**src/rtl/vdma_pkg.sv**
```systemverilog
package vdma_pkg;
    typedef enum logic [1:0] {ST_IDLE, ST_RD, ST_WR, ST_FIN} vdma_st_e;

    localparam logic [2:0] LM_FIXED_LO = 3'b000;
    localparam logic [2:0] LM_PLUS1    = 3'b001;
    localparam logic [2:0] LM_PLUS0    = 3'b010;
    localparam logic [2:0] LM_PLUS2    = 3'b011;
    localparam logic [2:0] LM_PLUS3    = 3'b100;
    localparam logic [2:0] LM_FIXED_HI = 3'b111;

    function automatic logic mode_is_var(input logic [2:0] code);
        return (code == LM_PLUS1) || (code == LM_PLUS0) ||
               (code == LM_PLUS2) || (code == LM_PLUS3);
    endfunction
endpackage

```
**src/rtl/vdma_len_calc.sv**
```systemverilog
module vdma_len_calc
    import vdma_pkg::*;
#(
    parameter int LEN_W    = 13,
    parameter int DATA_W   = 16,
    parameter int WORD_N_W = 13,
    localparam int CNT_W   = LEN_W + 1
) (
    input  logic [2:0]        len_mode,
    input  logic [LEN_W-1:0]  max_len,
    input  logic              word_mode,
    input  logic              n7_sel,
    input  logic [DATA_W-1:0] first_unit,
    output logic              var_mode,
    output logic [CNT_W-1:0]  fixed_cnt,
    output logic [CNT_W-1:0]  var_cnt
);
    logic [CNT_W-1:0] n_val;
    logic [CNT_W-1:0] lim;
    logic [CNT_W-1:0] offs;

    always_comb begin
        lim       = CNT_W'(max_len);
        fixed_cnt = lim;
        var_mode  = mode_is_var(len_mode);
        if (word_mode)   n_val = CNT_W'(first_unit[WORD_N_W-1:0]);
        else if (n7_sel) n_val = CNT_W'(first_unit[6:0]);
        else             n_val = CNT_W'(first_unit[7:0]);
        case (len_mode)
            LM_PLUS1: offs = CNT_W'(1);
            LM_PLUS2: offs = CNT_W'(2);
            LM_PLUS3: offs = CNT_W'(3);
            default:  offs = '0;
        endcase
        if (!var_mode || n_val >= lim) var_cnt = lim;
        else                           var_cnt = n_val + offs;
    end


    always_comb begin
        if (var_mode && n_val >= lim)
            clamp_chk: assert (var_cnt == lim);
    end
endmodule

```
**src/rtl/vdma_flags.sv**
```systemverilog
module vdma_flags (
    input  logic clk,
    input  logic rst_n,
    input  logic fin,
    input  logic irq_mask,
    input  logic irq_en,
    input  logic clr,
    output logic done,
    output logic flag,
    output logic irq
);
    typedef struct packed {
        logic done;
        logic flag;
    } flg_t;

    flg_t f_d, f_q;

    always_comb begin
        f_d = f_q;
        if (clr) begin
            f_d.done = 1'b0;
            f_d.flag = 1'b0;
        end
        if (fin) begin
            f_d.done = 1'b1;
            if (irq_mask) f_d.flag = 1'b1;
        end
    end

    always_ff @(posedge clk) begin
        if (!rst_n) f_q <= '0;
        else        f_q <= f_d;
    end

    assign done = f_q.done;
    assign flag = f_q.flag;
    assign irq  = f_q.flag & irq_en;


    done_sticky_chk: assert property (@(posedge clk) disable iff (!rst_n)
        (f_q.done && !clr) |=> f_q.done);

    flag_mask_chk: assert property (@(posedge clk) disable iff (!rst_n)
        (!f_q.flag && !fin) |=> !f_q.flag);

    flag_rise_chk: assert property (@(posedge clk) disable iff (!rst_n)
        (fin && !irq_mask && !f_q.flag) |=> !f_q.flag);
endmodule

```
**src/rtl/vlen_dma_chan.sv**
```systemverilog
module vlen_dma_chan
    import vdma_pkg::*;
#(
    parameter int ADDR_W = 16,
    parameter int LEN_W  = 13,
    parameter int DATA_W = 16,
    parameter int WORD_N_W = 13,
    localparam int CNT_W = LEN_W + 1
) (
    input  logic              clk,
    input  logic              rst_n,
    input  logic [ADDR_W-1:0] cfg_src_base,
    input  logic [ADDR_W-1:0] cfg_dst_base,
    input  logic [LEN_W-1:0]  cfg_max_len,
    input  logic [2:0]        cfg_len_mode,
    input  logic              cfg_word,
    input  logic              cfg_n7,
    input  logic              cfg_repeat,
    input  logic              cfg_irq_mask,
    input  logic              irq_en,
    input  logic              arm_set,
    input  logic              trig,
    input  logic              done_clr,
    output logic              mem_req,
    output logic              mem_we,
    output logic [ADDR_W-1:0] mem_addr,
    output logic [DATA_W-1:0] mem_wdata,
    input  logic              mem_ack,
    input  logic [DATA_W-1:0] mem_rdata,
    output logic              chan_armed,
    output logic              chan_busy,
    output logic              chan_done,
    output logic              dma_flag,
    output logic              dma_irq
);
    typedef struct packed {
        vdma_st_e          st;
        logic              armed;
        logic              first;
        logic [ADDR_W-1:0] src;
        logic [ADDR_W-1:0] dst;
        logic [CNT_W-1:0]  cnt;
        logic [CNT_W-1:0]  units;
        logic [DATA_W-1:0] data;
    } chan_t;

    chan_t r_d, r_q;
    logic  fin;
    logic  var_mode;
    logic [CNT_W-1:0]  fixed_cnt, var_cnt;
    logic [ADDR_W-1:0] step;

    vdma_len_calc #(.LEN_W(LEN_W), .DATA_W(DATA_W), .WORD_N_W(WORD_N_W)) u_len (
        .len_mode   (cfg_len_mode),
        .max_len    (cfg_max_len),
        .word_mode  (cfg_word),
        .n7_sel     (cfg_n7),
        .first_unit (mem_rdata),
        .var_mode   (var_mode),
        .fixed_cnt  (fixed_cnt),
        .var_cnt    (var_cnt)
    );

    assign step = cfg_word ? ADDR_W'(2) : ADDR_W'(1);

    always_comb begin
        r_d = r_q;
        fin = 1'b0;
        case (r_q.st)
            ST_IDLE: begin
                if (arm_set) begin
                    r_d.armed = 1'b1;
                    r_d.src   = cfg_src_base;
                    r_d.dst   = cfg_dst_base;
                end else if (trig && r_q.armed) begin
                    r_d.units = '0;
                    r_d.first = 1'b1;
                    r_d.cnt   = fixed_cnt;
                    if (!var_mode && fixed_cnt == '0) r_d.st = ST_FIN;
                    else                               r_d.st = ST_RD;
                end
            end
            ST_RD: begin
                if (mem_ack) begin
                    r_d.data  = cfg_word ? mem_rdata : DATA_W'(mem_rdata[7:0]);
                    r_d.src   = r_q.src + step;
                    r_d.first = 1'b0;
                    r_d.st    = ST_WR;
                    if (r_q.first && var_mode) begin
                        r_d.cnt = var_cnt;
                        if (var_cnt == '0) r_d.st = ST_FIN;
                    end
                end
            end
            ST_WR: begin
                if (mem_ack) begin
                    r_d.dst   = r_q.dst + step;
                    r_d.units = r_q.units + CNT_W'(1);
                    if (r_q.units + CNT_W'(1) == r_q.cnt) r_d.st = ST_FIN;
                    else                                   r_d.st = ST_RD;
                end
            end
            default: begin
                fin  = 1'b1;
                r_d.st = ST_IDLE;
                if (cfg_repeat) begin
                    r_d.src = cfg_src_base;
                    r_d.dst = cfg_dst_base;
                end else begin
                    r_d.armed = 1'b0;
                end
            end
        endcase
    end

    always_ff @(posedge clk) begin
        if (!rst_n) r_q <= '{st: ST_IDLE, default: '0};
        else        r_q <= r_d;
    end

    vdma_flags u_flags (
        .clk      (clk),
        .rst_n    (rst_n),
        .fin      (fin),
        .irq_mask (cfg_irq_mask),
        .irq_en   (irq_en),
        .clr      (done_clr),
        .done     (chan_done),
        .flag     (dma_flag),
        .irq      (dma_irq)
    );

    assign mem_req    = (r_q.st == ST_RD) || (r_q.st == ST_WR);
    assign mem_we     = (r_q.st == ST_WR);
    assign mem_addr   = mem_we ? r_q.dst : r_q.src;
    assign mem_wdata  = r_q.data;
    assign chan_armed = r_q.armed;
    assign chan_busy  = (r_q.st != ST_IDLE);


    req_hold_chk: assert property (@(posedge clk) disable iff (!rst_n)
        (mem_req && !mem_ack) |=> (mem_req && $stable(mem_addr) && $stable(mem_we)));

    unit_bound_chk: assert property (@(posedge clk) disable iff (!rst_n)
        (r_q.st == ST_WR) |-> (r_q.units < r_q.cnt));

    busy_armed_chk: assert property (@(posedge clk) disable iff (!rst_n)
        chan_busy |-> chan_armed);

    trig_disarmed_chk: assert property (@(posedge clk) disable iff (!rst_n)
        (!chan_busy && !chan_armed && trig && !arm_set) |=> !chan_busy);

    zero_no_write_chk: assert property (@(posedge clk) disable iff (!rst_n)
        (r_q.st == ST_FIN && r_q.units == '0) |-> !$past(mem_we));
endmodule

```
**config.mk**
```make
export PLATFORM = sky130hd
export DESIGN_NAME = vlen_dma_chan
export DESIGN_NICKNAME = d
export VERILOG_FILES = /design/src/rtl/vdma_pkg.sv /design/src/rtl/vdma_len_calc.sv /design/src/rtl/vdma_flags.sv /design/src/rtl/vlen_dma_chan.sv
export SDC_FILE = /design/constraint.sdc
export NUM_CORES = 1
export LEC_CHECK = 0
export ABC_AREA = 1
export BUFFER_PORTS_ARGS = -buffer_cell sky130_fd_sc_hd__buf_2
export CAP_MARGIN = 20
export CORE_ASPECT_RATIO = 0.9
export CORE_MARGIN = 5
export CORE_UTILIZATION = 55
export DETAILED_ROUTE_END_ITERATION = 8
export GPL_TIMING_DRIVEN = 0
export PLACE_DENSITY_LB_ADDON = 0.2
export SLEW_MARGIN = 25
export SYNTH_ARGS = -nofsm -noshare
export SYNTH_HDL_FRONTEND = slang
export SYNTH_SLANG_ARGS = --single-unit
```
**constraint.sdc**
```tcl
create_clock -name clk -period 2.6 [get_ports clk]
set_clock_uncertainty 0.15 [all_clocks]
set_input_delay 0.13 -clock clk [delete_from_list [all_inputs] [get_ports clk]]
set_output_delay 0.13 -clock clk [all_outputs]
set_load 0.01 [all_outputs]
```
==> qor.json, run 1 <==
{
  "status": {
    "run_status": "complete, no violations"
  },
  "floorplan": {
    "std_cell_rows": 36,
    "core_area_sq_mm": 0.0107,
    "design.die.area_sq_mm": 0.0130,
    "ioPinCount": 114,
    "floorplan.die.width_microns": 119,
    "die_y_microns": 108,
    "floorplan.initialDensity_pct": 55.5
  },
  "worst_setup_path": {
    "start_kind": "input port",
    "cp.buffers_inverters": 4,
    "cpPeakStageDelay_ns": 0.54,
    "worst-setup-path-type": "in -> reg",
    "critical_path_peak_fanout": 10,
    "critical_path.most_common_cell": "sky130_fd_sc_hd__nand2_1",
    "path_cells": "dlygate4sd3_1, buf_2, inv_1, ha_1, a21oi_2, nor2_1, nor2_1, nand2_1, nand2_4, nand2_4, buf_6, nand2_1, nand2_1, nor2_2, nand2_1, nor2_2, nand2_1, nand2_1, nand2_1, a21oi_2",
    "rr_endpoint": "r_q[53]$_SDFFE_PN0P_",
    "critPathTopFamily": "simple AND/OR/NAND/NOR gates",
    "critical_path_arrival_ns": 2.68,
    "worst-endpoint-required_ns": 2.72,
    "worst_r2r_path_depth": 11,
    "crit-reg2reg-launch": "r_q[78]$_SDFFE_PN0P_",
    "setup.reg_to_reg.worst_slack_ns": 0.07,
    "critPathCaptureType": "register",
    "crit_path_top_delay_cell": "sky130_fd_sc_hd__dlygate4sd3_1"
  },
  "logic_synthesis": {
    "synth_cells": 899,
    "net_count_after_synthesis": 1001,
    "synth.yosys.warnings": 0,
    "synth_largest_area_cell": "sky130_fd_sc_hd__dfxtp_1",
    "number_of_enable_type_register_cells_in_the_synthesized_netlist": 0,
    "portion_of_the_post_synthesis_area_used_by_sequential_elements_pct": 27.7,
    "ys_top_cells_by_area": "sky130_fd_sc_hd__dfxtp_1 (28%), sky130_fd_sc_hd__nand2_1 (13%), sky130_fd_sc_hd__a21oi_1 (7.4%)",
    "synth-main-ff-cell": "sky130_fd_sc_hd__dfxtp_1",
    "async_flop_share_pct": 0,
    "synth.avg_cell_area_sq_um": 6.59,
    "yosysTopAreaCellShare_pct": 27.7,
    "synth-seq-cells": 82,
    "post_synth_instance_area_sq_mm": 0.00593,
    "yosysUniqueCellTypes": 53
  },
  "global_routing": {
    "grt_max_degree": 15,
    "antenna_found_initial": 0,
    "gr-usage-all-layers_pct": 28.4,
    "grt_pass1_wl_microns": 29900,
    "grt.overflow.total": 0,
    "number_of_global_route_vias_before_repair": 6153
  },
  "run": {
    "max-cap-violations": 0
  },
  "clock_tree": {
    "numClockSinks": 82,
    "tritoncts.num_buffers": 9,
    "root_buffer": "sky130_fd_sc_hd__clkbuf_16",
    "tritoncts": "done",
    "clock_pin_slew_worst_setup_and_hold_paths_ns": 0.07,
    "clkLatencyLatePin_ns": 0.34,
    "cts.htree.levels": 3,
    "cts-root-to-sink-buffers": 2
  },
  "finish": {
    "nFillCells": 907,
    "final_core_utilization_pct": 70.1,
    "nets": 1170,
    "post_route_cells_drive_above_1_share_pct": 22.5,
    "antenna_cells_inserted": 0,
    "post_route_cell_area_sq_mm": 0.00749,
    "area_growth_pct": 26.3
  },
  "timing": {
    "fmaxAchievable_mhz": 391,
    "finalCritPeriodShare_pct": 98.5,
    "slew_viol_final": 0,
    "final_hold_viol_count": 0,
    "fin_setup_tns_ns": 0,
    "worst_hold_slack_ns": 0.0155,
    "post_route_minimum_period_ns": 2.56,
    "max_slew_margin_pct": 53.9,
    "finish_stage_setup_viols": 0,
    "worst-slew-pin-transition_ns": 0.691,
    "unrepaired_setup_endpoints_after_global_routing": "yes"
  },
  "route": {
    "drt_drc_violations_left": 0,
    "number_of_search_and_repair_iterations_in_the_first_detailed_routing_pass": 6,
    "detail_route.vias_per_cell": 5.57,
    "detail-route-antenna-nets": 0,
    "dr.first_iter.drc_count": 656,
    "detailed_route_wl_microns": 19000,
    "detailroute.via_count": 6718,
    "wl_per_cell_microns": 15.8
  },
  "place": {
    "dp_hpwl_microns": 13800,
    "post_dp_cell_area_sq_mm": 0.00666,
    "io_buffers": 113,
    "routabilityCongestion": 0.933
  },
  "pwr": {
    "post-layout-total-power_mw": 5.46,
    "power.static_leakage_nw": 3.41,
    "vdd_ir_drop_max_v": 0.000438,
    "power.density_cell_area_mw_per_mm2": 729
  },
  "hold_path": {
    "min_path_cells": 3,
    "min_delay_worst_endpoint": "r_q[64]$_SDFFE_PN0P_",
    "timing.hold.worst.start": "cfg_src_base[4]",
    "worst_hold_path_type": "in -> reg"
  }
}
[placed cells by master (no fill, tap or decap), types with 7 or more instances in the layout]
| master | instances |
|---|---|
| sky130_fd_sc_hd__a211oi_1 | 10 |
| sky130_fd_sc_hd__a21oi_1 | 87 |
| sky130_fd_sc_hd__a221oi_1 | 9 |
| sky130_fd_sc_hd__a31oi_1 | 11 |
| sky130_fd_sc_hd__buf_2 | 118 |
| sky130_fd_sc_hd__buf_4 | 22 |
| sky130_fd_sc_hd__clkbuf_1 | 18 |
| sky130_fd_sc_hd__clkbuf_16 | 9 |
| sky130_fd_sc_hd__dfxtp_1 | 80 |
| sky130_fd_sc_hd__dlygate4sd3_1 | 39 |
| sky130_fd_sc_hd__ha_1 | 21 |
| sky130_fd_sc_hd__inv_1 | 87 |
| sky130_fd_sc_hd__inv_2 | 13 |
| sky130_fd_sc_hd__nand2_1 | 210 |
| sky130_fd_sc_hd__nand2_2 | 9 |
| sky130_fd_sc_hd__nand3_1 | 50 |
| sky130_fd_sc_hd__nand4_1 | 14 |
| sky130_fd_sc_hd__nor2_1 | 75 |
| sky130_fd_sc_hd__nor2_2 | 10 |
| sky130_fd_sc_hd__o211ai_1 | 7 |
| sky130_fd_sc_hd__o21ai_0 | 62 |
| sky130_fd_sc_hd__xor2_1 | 18 |
[cell families (layout without fill, tap and decap cells)]
kind of cell | count (synthesis) | count (layout) | share of synthesized area (%)
adder cells (fa/ha/maj) | 27 | 27 | 6.08
flip-flops | 82 | 82 | 27.7
XOR/XNOR | 20 | 20 | 3.08
AO/OA/AOI/OAI | 213 | 213 | 20.9
buffers and inverters | 154 | 328 | 11.7
AND/OR/NAND/NOR | 403 | 403 | 30.6
[worst reg2reg max path: cells and delay by family (launching register included)]
kind	cells	cell delay, ns
buffers and inverters	4	0.58
flip-flops	1	0.43
AND/OR/NAND/NOR	3	0.35
adder cells (fa/ha/maj)	1	0.31
AO/OA/AOI/OAI	3	0.63
[through the flow]
| step | setup slack (ns) | instances |
|---|---|---|
| CTS | 0.0405 | 1200 |
| finish | 0.0393 | 1206 |
| global route | -0.150 | 1206 |
| floorplan | 0.322 | 899 |
| global placement | -0.213 | 1145 |
| detailed placement | -0.216 | 1145 |
[timing repair]
| item | CTS | global route |
|---|---|---|
| resized for setup | 2 | 35 |
| hold endpoints to repair | 37 | 0 |
| endpoints found under the setup margin | 14 | 49 |
| pin swaps | 0 | 9 |
| hold buffers | 39 | 0 |
| buffers inserted | 0 | 6 |
[worst max-delay path by stage]
stage / from / to / slack (ns) / cells past startpoint
after floorplan: cfg_word / r_q[74]$_SDFFE_PN0P_ / 0.32 / 15
after global placement: cfg_word / r_q[78]$_SDFFE_PN0P_ / -0.21 / 22
after detailed placement: cfg_word / r_q[78]$_SDFFE_PN0P_ / -0.22 / 22
after CTS: r_q[78]$_SDFFE_PN0P_ / mem_addr[6] / 0.04 / 8
after global routing: r_q[78]$_SDFFE_PN0P_ / r_q[53]$_SDFFE_PN0P_ / -0.15 / 11
final: cfg_max_len[4] / r_q[78]$_SDFFE_PN0P_ / 0.04 / 20
[flip-flops by register name, summed over array words and instances (netlist names)]
| register | flops |
|---|---|
| r_q | 63 |
| mem_wdata | 16 |
| chan_armed | 1 |
| u_flags.done | 1 |
| u_flags.flag | 1 |
[area by class of cell]
class,instances,area [sq um],share of cell area (%)
Timing Repair Buffer,158,1000,13.4
Clock inverter,6,67.6,0.903
Sequential cell,82,1640,22.0
Buffer,51,314,4.20
Tap cell,133,166,2.22
Clock buffer,10,229,3.06
Multi-Input combinational cell,663,3680,49.1
Inverter,103,388,5.18
[where the power goes]
part / leakage [nW] / total, mW / switching, mW / internal, mW
Sequential: 0.671 / 1.79 / 0.250 / 1.54
Clock: 0.139 / 1.31 / 0.562 / 0.747
Combinational: 2.60 / 2.35 / 1.47 / 0.888
[layer usage]
| layer | vias up | GRT usage (%) | routed length [microns] |
|---|---|---|---|
| met1 | 3011 | 37.9 | 8250 |
| met5 | - | 0 | 0 |
| met2 | 346 | 46.5 | 8650 |
| met3 | 52 | 5.91 | 1690 |
| met4 | 0 | 8.83 | 442 |
| li1 | 3309 | - | - |
[cells in the mapped netlist, types with 3 or more instances]
cell                         n
sky130_fd_sc_hd__ha_1       24
sky130_fd_sc_hd__buf_6       6
sky130_fd_sc_hd__nor2_2      7
sky130_fd_sc_hd__nand3_1    51
sky130_fd_sc_hd__inv_2      11
sky130_fd_sc_hd__o21ai_0    65
sky130_fd_sc_hd__nand2_4     3
sky130_fd_sc_hd__a311oi_1    5
sky130_fd_sc_hd__o211ai_1    7
sky130_fd_sc_hd__fa_1        3
sky130_fd_sc_hd__nor2_1     78
sky130_fd_sc_hd__nor2_4      4
sky130_fd_sc_hd__buf_2       5
sky130_fd_sc_hd__clkbuf_1   23
sky130_fd_sc_hd__xor2_1     18
sky130_fd_sc_hd__nor3_1      5
sky130_fd_sc_hd__a21oi_2     3
sky130_fd_sc_hd__inv_1      89
sky130_fd_sc_hd__nand2_1   212
sky130_fd_sc_hd__a21oi_1    88
sky130_fd_sc_hd__nand4_1    14
sky130_fd_sc_hd__nand2_2     7
sky130_fd_sc_hd__dfxtp_1    82
sky130_fd_sc_hd__a211oi_1   10
sky130_fd_sc_hd__a221oi_1   10
sky130_fd_sc_hd__nand3_2     3
sky130_fd_sc_hd__buf_4      16
sky130_fd_sc_hd__a31oi_1    11
sky130_fd_sc_hd__nor3_2      5
(Power assumes the default switching activity.)
==> run 2: changes to the inputs <==
Settings changed: CORE_UTILIZATION 55 to 44.
==> run 2 against run 1 <==
  * Wire length grew 1.2%
  * Combinational power up 2%
  * Die area is 23% higher
  * Setup slack better by 0.063 ns
  * Sequential power barely moved
  * Count of clock-buffer cells in the layout grew 4
  * Utilization decreased by 12 points
  * Total power rose by 0.99%
  * Non-clock buffer count grew 5
  * Global-route usage is 4.7 points lower
  * Fmax rose by 2.5%
==> qor.json, run 2 (synthesis gave the netlist of run 1 again) <==
{
  "floorplan": {
    "floorplan.initialDensity": {"value": 44.7, "unit": "%", "change": "-11 points"},
    "design.die.area": {"value": 0.0159, "unit": "sq mm", "change": "+23%"},
    "ioPinCount": {"value": 114, "change": "unchanged"},
    "die_y": {"value": 120, "unit": "microns", "change": "+11%"},
    "floorplan.die.width": {"value": 132, "unit": "microns", "change": "+11%"},
    "core_area": {"value": 0.0133, "unit": "sq mm", "change": "+24%"},
    "std_cell_rows": {"value": 40, "change": "+11%"}
  },
  "timing": {
    "slew_viol_final": {"value": 0, "change": "unchanged"},
    "post_route_minimum_period": {"value": 2.50, "unit": "ns", "change": "-0.0635 ns"},
    "worst_hold_slack": {"value": 0.00525, "unit": "ns", "change": "-0.0102 ns"},
    "final_hold_viol_count": {"value": 0, "change": "unchanged"},
    "finalCritPeriodShare": {"value": 96.0, "unit": "%", "change": "-2.4 points"},
    "worst-slew-pin-transition": {"value": 0.688, "unit": "ns", "change": "-0.00300 ns"},
    "unrepaired_setup_endpoints_after_global_routing": "yes",
    "setup_ws": {"value": 0.103, "unit": "ns", "change": "+0.0635 ns"},
    "fin_setup_tns": {"value": 0, "unit": "ns", "change": "unchanged"},
    "finish_stage_setup_viols": {"value": 0, "change": "unchanged"},
    "max_slew_margin": {"value": 54.1, "unit": "%", "change": "+0.20 points"},
    "fmaxAchievable": {"value": 400, "unit": "MHz", "change": "+2.5%"}
  },
  "worst_setup_path": {
    "cp.buffers_inverters": {"value": 4, "change": "unchanged"},
    "worst-setup-path-type": "in -> reg",
    "start_point_of_the_critical_path": "mem_rdata[11]",
    "cpPeakStageDelay": {"value": 0.54, "unit": "ns", "change": "about the same"},
    "start_kind": "input port",
    "path_cells": "dlygate4sd3_1, buf_2, nand2_4, inv_1, ha_1, nand2_2, nor2_1, nand2_4, clkbuf_4, nand3_1, nand2_1, nor2_2, nand2_1, nor2_1, nand2_1, nand2_1, nand2_1, a21oi_2",
    "critPathCaptureType": "register",
    "crit_path_top_delay_cell": "sky130_fd_sc_hd__dlygate4sd3_1",
    "critical_path_arrival": {"value": 2.62, "unit": "ns", "change": "-0.06 ns"},
    "crit-reg2reg-launch": "r_q[60]$_SDFFE_PN0P_",
    "critical_path_peak_fanout": {"value": 10, "change": "unchanged"},
    "critical_path.most_common_cell": "sky130_fd_sc_hd__nand2_1",
    "worst-path-stages": {"value": 18, "change": "-10%"},
    "worst_r2r_path_depth": {"value": 13, "change": "+2"},
    "worst-endpoint-required": {"value": 2.72, "unit": "ns", "change": "about the same"},
    "critPathTopFamily": "simple AND/OR/NAND/NOR gates"
  },
  "clock_tree": {
    "cts.htree.levels": {"value": 3, "change": "unchanged"},
    "tritoncts.num_buffers": {"value": 9, "change": "unchanged"},
    "cts-root-to-sink-buffers": {"value": 2, "change": "unchanged"},
    "clock_pin_slew_worst_setup_and_hold_paths": {"value": 0.06, "unit": "ns", "change": "about the same"},
    "tritoncts": "done",
    "clkLatencyLatePin": {"value": 0.35, "unit": "ns", "change": "about the same"},
    "numClockSinks": {"value": 82, "change": "unchanged"},
    "root_buffer": "sky130_fd_sc_hd__clkbuf_16"
  },
  "route": {
    "detailed_route_wl": {"value": 19200, "unit": "microns", "change": "+1.2%"},
    "detail_route.vias_per_cell": {"value": 5.23, "change": "-6.1%"},
    "detail-route-antenna-nets": {"value": 0, "change": "unchanged"},
    "dr.first_iter.drc_count": {"value": 504, "change": "-23%"},
    "number_of_search_and_repair_iterations_in_the_first_detailed_routing_pass": {"value": 5, "change": "-1"},
    "drt_drc_violations_left": {"value": 0, "change": "unchanged"},
    "wl_per_cell": {"value": 15.4, "unit": "microns", "change": "-2.1%"},
    "detailroute.via_count": {"value": 6518, "change": "-3.0%"}
  },
  "global_routing": {
    "antenna_found_initial": {"value": 0, "change": "unchanged"},
    "grt_max_degree": {"value": 20, "change": "+5"},
    "grt.overflow.total": {"value": 0, "change": "unchanged"},
    "gr-usage-all-layers": {"value": 23.7, "unit": "%", "change": "-4.7 points"},
    "grt_pass1_wl": {"value": 30600, "unit": "microns", "change": "+2.4%"},
    "number_of_global_route_vias_before_repair": {"value": 6089, "change": "-1.0%"}
  },
  "pwr": {
    "power.switching_fraction": {"value": 40.9, "unit": "%", "change": "-0.87 points"},
    "internal_power": {"value": 3.26, "unit": "mW", "change": "+2.5%"},
    "combinational_share_of_power": {"value": 43.3, "unit": "%", "change": "+0.2 points"},
    "power.clock.fraction": {"value": 24.1, "unit": "%", "change": "about the same"},
    "power.static_leakage": {"value": 3.48, "unit": "nW", "change": "+1.9%"},
    "share_seq_of_total_power": {"value": 32.6, "unit": "%", "change": "-0.3 points"},
    "net-switching-power": {"value": 2.25, "unit": "mW", "change": "-1.1%"},
    "vdd_ir_drop_max": {"value": 0.000469, "unit": "V", "change": "+7.2%"},
    "power.density_cell_area": {"value": 719, "unit": "mW/mm^2", "change": "-1.4%"}
  },
  "finish": {
    "layoutNonFillerInstCount": {"value": 1246, "change": "+3.3%"},
    "largest_reg_flops": {"value": 63, "change": "unchanged"},
    "most-common-layout-cells": "sky130_fd_sc_hd__nand2_1 (209), sky130_fd_sc_hd__buf_2 (111), sky130_fd_sc_hd__inv_1 (86)",
    "area_growth_pct": 29.3,
    "antenna_cells_inserted": {"value": 0, "change": "unchanged"},
    "post_route_cells_drive_above_1_share": {"value": 23.3, "unit": "%", "change": "+0.82 points"},
    "largest-register": "r_q",
    "nets": {"value": 1175, "change": "+0.43%"},
    "final_common_cell": "sky130_fd_sc_hd__nand2_1"
  },
  "run": {
    "max-cap-violations": {"value": 0, "change": "unchanged"}
  },
  "place": {
    "dp_worst_setup_slack": {"value": -0.212, "unit": "ns", "change": "+0.00482 ns"},
    "routabilityCongestion": {"value": 0.910, "change": "-2.4%"},
    "dp_hpwl": {"value": 14500, "unit": "microns", "change": "+4.9%"},
    "dp.cells": {"value": 1180, "change": "+3.1%"},
    "io_buffers": {"value": 113, "change": "unchanged"}
  },
  "hold_path": {
    "min_path_cells": {"value": 3, "change": "unchanged"},
    "timing.hold.worst.start": "mem_rdata[3]",
    "worst_hold_path_type": "in -> reg"
  },
  "status": {
    "run_status": "complete, no violations"
  }
}
[run 2: cell count changes in the layout (fill, tap and decap cells not counted), sizes merged]
| cell | delta |
|---|---|
| clkbuf | +3 |
| dlygate4sd3 | -3 |
| buf | +5 |
| dlymetal6s4s | +4 |
| clkinv | -2 |
| clkinvlp | -2 |
[run 2: stage by stage]
step / area, sq um / power [mW] / util (%)
2_1_floorplan: 5930 / 3.27 / -
3_3_place_gp: 6700 / 3.96 / 50.5
5_1_grt: 7660 / 5.89 / 57.8
4_1_cts: 7400 / 5.36 / 55.8
6_report: 7660 / 5.51 / 57.8
3_5_place_dp: 6700 / 3.98 / 50.5
[run 2: power by group through the flow]
stage          registers, mW  logic, mW  clock network (mW)
3_3_place_gp            1.80       2.16                   0
3_5_place_dp            1.80       2.18                   0
6_report                1.80       2.39                1.33
2_1_floorplan           1.73       1.53                   0
4_1_cts                 1.78       2.24                1.35
5_1_grt                 1.84       2.66                1.40
[run 2: path summary, 6_finish.rpt]
path | to | slack (ns)
max | r_q[78]$_SDFFE_PN0P_ | 0.10
min | mem_wdata[3]$_SDFFE_PN0P_ | 0.005
max reg2reg | r_q[74]$_SDFFE_PN0P_ | 0.15
min reg2reg | mem_wdata[13]$_SDFFE_PN0P_ | 0.32
[run 2: worst min-delay path: stages]
cell and delay [ns]:
sky130_fd_sc_hd__buf_2 0.15, sky130_fd_sc_hd__o21ai_0 0.11, sky130_fd_sc_hd__nor2_1 0.08
[run 2: layer usage]
metal	vias up	track usage [%]	part of all wire, %
met5	-	0	0
met4	0	8.33	2.5
li1	3335	-	-
met2	240	36.3	43
met1	2911	33.1	48
met3	32	4.57	6.4
[run 2: timing repair]
action                                 4_1_cts  5_1_grt
setup buffers                                0       16
endpoints found under the hold margin       38        0
hold buffers                                40        0
pin swaps                                    0       22
setup endpoints to repair                   15       35
resized for setup                            2       49
[run 2: area by class of cell]
cell class / count / area, sq um
tap: 168 / 210
clock buffer: 14 / 264
inverter: 103 / 395
clock inverter: 2 / 35.0
multi-input combinational: 663 / 3730
timing repair buffer: 164 / 1080
sequential: 82 / 1650
fill: 1301 / 5600
buffer: 50 / 305
==> run 3: changes to the inputs <==
Settings changed: ABC_AREA 1 to default, CORE_UTILIZATION 44 to 55.
==> run 3 against run 2 <==
  * Count of clock-buffer cells in the layout decreased by 4
  * Final area decreased by 5.0%
  * Die area decreased by 20%
  * First-iteration DRC count increased by 38%
  * Flip-flop and latch count unchanged
  * Sequential share of layout area increased by 1.1 points
  * Cell count decreased by 15%
  * Total power decreased by 39%
  * Via count increased by 1.0%
  * Utilization increased by 13 points
  * Clock power increased by 11%
  * Largest cell class unchanged
  * Highest routed layer unchanged
==> qor.json, run 3 <==
{
  "finish": {
    "post_route_cells_drive_above_1_share": {"value": 22.4, "unit": "%", "change": "-0.85 points"},
    "antenna_cells_inserted": {"value": 0, "change": "unchanged"},
    "layoutNonFillerInstCount": {"value": 1065, "change": "-15%"},
    "area_growth_pct": 24.9,
    "multi_input_area": {"value": 0.00381, "unit": "sq mm", "change": "+2.1%"},
    "regArea": {"value": 0.00165, "unit": "sq mm", "change": "about the same"},
    "nets": {"value": 1034, "change": "-12%"},
    "most-common-layout-cells": "sky130_fd_sc_hd__buf_2 (125), sky130_fd_sc_hd__nand2_1 (91), sky130_fd_sc_hd__dfxtp_1 (79)",
    "final_common_cell": "sky130_fd_sc_hd__buf_2",
    "largest_reg_flops": {"value": 63, "change": "unchanged"},
    "largest-register": "r_q",
    "nFillCells": {"value": 846, "change": "-35%"}
  },
  "timing": {
    "fmaxAchievable": {"value": 397, "unit": "MHz", "change": "-0.95%"},
    "max_slew_margin": {"value": 42.6, "unit": "%", "change": "-12 points"},
    "setup_ws": {"value": 0.0788, "unit": "ns", "change": "-0.0240 ns"},
    "finish_stage_setup_viols": {"value": 0, "change": "unchanged"},
    "final_hold_viol_count": {"value": 0, "change": "unchanged"},
    "finalCritPeriodShare": {"value": 97.0, "unit": "%", "change": "+0.92 points"},
    "worst-slew-pin-transition": {"value": 0.853, "unit": "ns", "change": "+0.165 ns"},
    "slew_viol_final": {"value": 0, "change": "unchanged"},
    "post_route_minimum_period": {"value": 2.52, "unit": "ns", "change": "+0.0240 ns"}
  },
  "floorplan": {
    "floorplan.die.width": {"value": 118, "unit": "microns", "change": "-10%"},
    "core_area": {"value": 0.0103, "unit": "sq mm", "change": "-22%"},
    "ioPinCount": {"value": 114, "change": "unchanged"},
    "std_cell_rows": {"value": 35, "change": "-13%"},
    "design.die.area": {"value": 0.0128, "unit": "sq mm", "change": "-20%"},
    "floorplan.initialDensity": {"value": 56.6, "unit": "%", "change": "+12 points"},
    "die_y": {"value": 108, "unit": "microns", "change": "-10%"}
  },
  "logic_synthesis": {
    "synth-seq-cells": {"value": 82, "change": "unchanged"},
    "synth_cells": {"value": 782, "change": "-13%"},
    "synth-main-ff-cell": "sky130_fd_sc_hd__dfxtp_1",
    "net_count_after_synthesis": {"value": 884, "change": "-12%"},
    "synthSimpleGateAreaFrac": {"value": 25.6, "unit": "%", "change": "-5.0 points"},
    "synth.avg_cell_area": {"value": 7.45, "unit": "sq um", "change": "+13%"},
    "ys_top_cells_by_area": "sky130_fd_sc_hd__dfxtp_1 (28%), sky130_fd_sc_hd__a21oi_1 (6.7%), sky130_fd_sc_hd__nand2_1 (5.9%)",
    "synth_top_family_by_area": "simple AND/OR/NAND/NOR gates",
    "synth.yosys.warnings": {"value": 0, "change": "unchanged"},
    "compound_cell_area_share_of_the_yosys_netlist": {"value": 22.7, "unit": "%", "change": "+1.9 points"},
    "yosysTopAreaCellShare": {"value": 28.2, "unit": "%", "change": "+0.48 points"},
    "synth.area.mux_share": {"value": 3.71, "unit": "%", "change": "+3.7 points"},
    "synthTopCellsByCount": "sky130_fd_sc_hd__nand2_1 (91), sky130_fd_sc_hd__dfxtp_1 (82), sky130_fd_sc_hd__a21oi_1 (78), sky130_fd_sc_hd__nor2_1 (66), sky130_fd_sc_hd__o21ai_0 (39)",
    "synthMostInstantiatedCell": "sky130_fd_sc_hd__nand2_1",
    "portion_of_the_post_synthesis_area_used_by_sequential_elements": {"value": 28.2, "unit": "%", "change": "+0.48 points"},
    "synth_largest_area_cell": "sky130_fd_sc_hd__dfxtp_1",
    "synth_xor_area_share": {"value": 5.71, "unit": "%", "change": "+2.6 points"},
    "async_flop_share": {"value": 0, "unit": "%", "change": "unchanged"},
    "post_synth_instance_area": {"value": 0.00583, "unit": "sq mm", "change": "-1.7%"},
    "yosysUniqueCellTypes": {"value": 65, "change": "+23%"},
    "number_of_enable_type_register_cells_in_the_synthesized_netlist": {"value": 0, "change": "unchanged"},
    "synthesized_area_fraction_occupied_by_adder_cells": {"value": 6.18, "unit": "%", "change": "+0.11 points"}
  },
  "clock_tree": {
    "cts.htree.levels": {"value": 3, "change": "unchanged"},
    "numClockSinks": {"value": 82, "change": "unchanged"},
    "tritoncts.num_buffers": {"value": 9, "change": "unchanged"},
    "clock_pin_slew_worst_setup_and_hold_paths": {"value": 0.06, "unit": "ns", "change": "about the same"},
    "root_buffer": "sky130_fd_sc_hd__clkbuf_16",
    "tritoncts": "done",
    "clkLatencyLatePin": {"value": 0.34, "unit": "ns", "change": "about the same"},
    "cts-root-to-sink-buffers": {"value": 2, "change": "unchanged"}
  },
  "worst_setup_path": {
    "rr_endpoint": "r_q[45]$_SDFFE_PN0P_",
    "critPathCaptureType": "register",
    "crit-reg2reg-launch": "r_q[78]$_SDFFE_PN0P_",
    "setup.reg_to_reg.worst_slack": {"value": 0.09, "unit": "ns", "change": "-0.06 ns"},
    "worst-setup-path-type": "in -> reg",
    "worst_r2r_path_depth": {"value": 7, "change": "-6"},
    "start_kind": "input port",
    "critical_path_arrival": {"value": 2.63, "unit": "ns", "change": "about the same"},
    "worst-endpoint-required": {"value": 2.71, "unit": "ns", "change": "about the same"},
    "critical_path_peak_fanout": {"value": 3, "change": "-7"}
  },
  "hold_path": {
    "worst_hold_path_type": "in -> reg",
    "min_delay_worst_endpoint": "r_q[57]$_SDFFE_PN0P_",
    "min_path_cells": {"value": 3, "change": "unchanged"},
    "timing.hold.worst.start": "cfg_dst_base[13]"
  },
  "pwr": {
    "power.clock.fraction": {"value": 44.0, "unit": "%", "change": "+20 points"},
    "net-switching-power": {"value": 0.876, "unit": "mW", "change": "-61%"},
    "internal_power": {"value": 2.46, "unit": "mW", "change": "-25%"},
    "combinational_share_of_power": {"value": 15.5, "unit": "%", "change": "-28 points"},
    "share_seq_of_total_power": {"value": 40.4, "unit": "%", "change": "+7.8 points"},
    "power.static_leakage": {"value": 3.03, "unit": "nW", "change": "-13%"},
    "power.switching_fraction": {"value": 26.3, "unit": "%", "change": "-15 points"},
    "vdd_ir_drop_max": {"value": 0.000514, "unit": "V", "change": "+9.5%"},
    "power.density_cell_area": {"value": 458, "unit": "mW/mm^2", "change": "-36%"}
  },
  "status": {
    "run_status": "complete, no violations"
  },
  "place": {
    "routabilityCongestion": {"value": 0.931, "change": "+2.4%"},
    "dp_worst_setup_slack": {"value": -0.472, "unit": "ns", "change": "-0.261 ns"},
    "dp.cells": {"value": 1023, "change": "-13%"},
    "io_buffers": {"value": 112, "change": "-0.88%"},
    "dp_hpwl": {"value": 14400, "unit": "microns", "change": "-0.98%"}
  },
  "route": {
    "detail-route-antenna-nets": {"value": 0, "change": "unchanged"},
    "detail_route.vias_per_cell": {"value": 6.18, "change": "+18%"},
    "detailed_route_wl": {"value": 19300, "unit": "microns", "change": "+0.15%"},
    "dr.first_iter.drc_count": {"value": 697, "change": "+38%"},
    "detailroute.via_count": {"value": 6585, "change": "+1.0%"},
    "drt_drc_violations_left": {"value": 0, "change": "unchanged"},
    "number_of_search_and_repair_iterations_in_the_first_detailed_routing_pass": {"value": 6, "change": "+1"},
    "wl_per_cell": {"value": 18.1, "unit": "microns", "change": "+17%"}
  },
  "global_routing": {
    "grt.overflow.total": {"value": 0, "change": "unchanged"},
    "number_of_global_route_vias_before_repair": {"value": 6069, "change": "-0.33%"},
    "grt_max_degree": {"value": 14, "change": "-30%"},
    "grt_pass1_wl": {"value": 30200, "unit": "microns", "change": "-1.2%"},
    "gr-usage-all-layers": {"value": 29.1, "unit": "%", "change": "+5.5 points"},
    "antenna_found_initial": {"value": 0, "change": "unchanged"}
  },
  "run": {
    "max-cap-violations": {"value": 0, "change": "unchanged"}
  }
}
## run 3: worst max path at each step
stage / from / end / slack (ns) / cells after the start
floorplan: cfg_word / r_q[56]$_SDFFE_PN0P_ / 0.11 / 10
global placement: cfg_word / r_q[56]$_SDFFE_PN0P_ / -0.44 / 11
detailed placement: cfg_word / r_q[56]$_SDFFE_PN0P_ / -0.47 / 11
CTS: r_q[79]$_SDFFE_PN0P_ / r_q[60]$_SDFFE_PN0P_ / -0.05 / 10
global route: cfg_max_len[10] / r_q[41]$_SDFFE_PN0P_ / -0.009 / 10
finish: cfg_max_len[10] / r_q[40]$_SDFFE_PN0P_ / 0.08 / 10
## run 3: cell families (layout without fill, tap and decap cells)
logic type	after synthesis	count (layout)
compound gates	210	210
xor+xnor	38	38
fa+ha+maj	27	27
buf+inv	101	255
flops	82	82
mux	20	20
simple gates	304	304
## run 3: layout make-up
type / instances / share of cell area [%]
Multi-Input combinational cell: 599 / 52.3
Sequential cell: 82 / 22.6
Timing Repair Buffer: 142 / 11.8
Buffer: 60 / 4.49
Clock buffer: 10 / 3.15
Tap cell: 129 / 2.22
Inverter: 38 / 2.01
Clock inverter: 5 / 1.43
## run 3: critical path, stage by stage
cell and delay, ns:
sky130_fd_sc_hd__dlygate4sd3_1 0.52, sky130_fd_sc_hd__buf_2 0.15, sky130_fd_sc_hd__inv_2 0.06, sky130_fd_sc_hd__ha_4 0.24
sky130_fd_sc_hd__a211oi_2 0.21, sky130_fd_sc_hd__nor2_1 0.09, sky130_fd_sc_hd__a2111o_1 0.43, sky130_fd_sc_hd__nand2b_4 0.17
sky130_fd_sc_hd__or3_1 0.38, sky130_fd_sc_hd__a311oi_2 0.24
## run 3: repair_timing
item,in CTS,in global routing
hold buffers,28,0
gates cloned,0,0
hold endpoints to repair,27,0
endpoints found under the setup margin,51,48
gates resized for setup,13,32
pin swaps,0,4
setup buffers,0,2
## run 3: through the flow
step | utilization [%] | total power, mW | setup TNS, ns | hold slack (ns) | area [sq um]
2_1_floorplan | - | 1.64 | 0 | 0.116 | 5830
3_3_place_gp | 63.6 | 1.82 | -7.52 | 0.242 | 6550
3_5_place_dp | 63.6 | 1.83 | -9.18 | 0.246 | 6550
4_1_cts | 69.8 | 3.32 | -0.0997 | 0.00490 | 7180
5_1_grt | 70.7 | 3.44 | -0.0181 | 0.0329 | 7280
6_report | 70.7 | 3.34 | 0 | 0.00146 | 7280
## run 3: per-layer routing
metal | wire, microns | up-vias | global-route usage [%]
met5 | 0 | - | 0
met4 | 376 | 0 | 7.45
met3 | 1590 | 42 | 5.31
met2 | 8990 | 356 | 48.5
met1 | 8330 | 3090 | 39.2
li1 | - | 3097 | -
## run 3: power groups by stage
| stage | registers (mW) | clock network [mW] | logic, mW |
|---|---|---|---|
| 2_1_floorplan | 1.36 | 0 | 0.282 |
| 3_3_place_gp | 1.37 | 0 | 0.445 |
| 3_5_place_dp | 1.37 | 0 | 0.460 |
| 4_1_cts | 1.35 | 1.48 | 0.496 |
| 5_1_grt | 1.35 | 1.52 | 0.567 |
| 6_report | 1.35 | 1.47 | 0.518 |
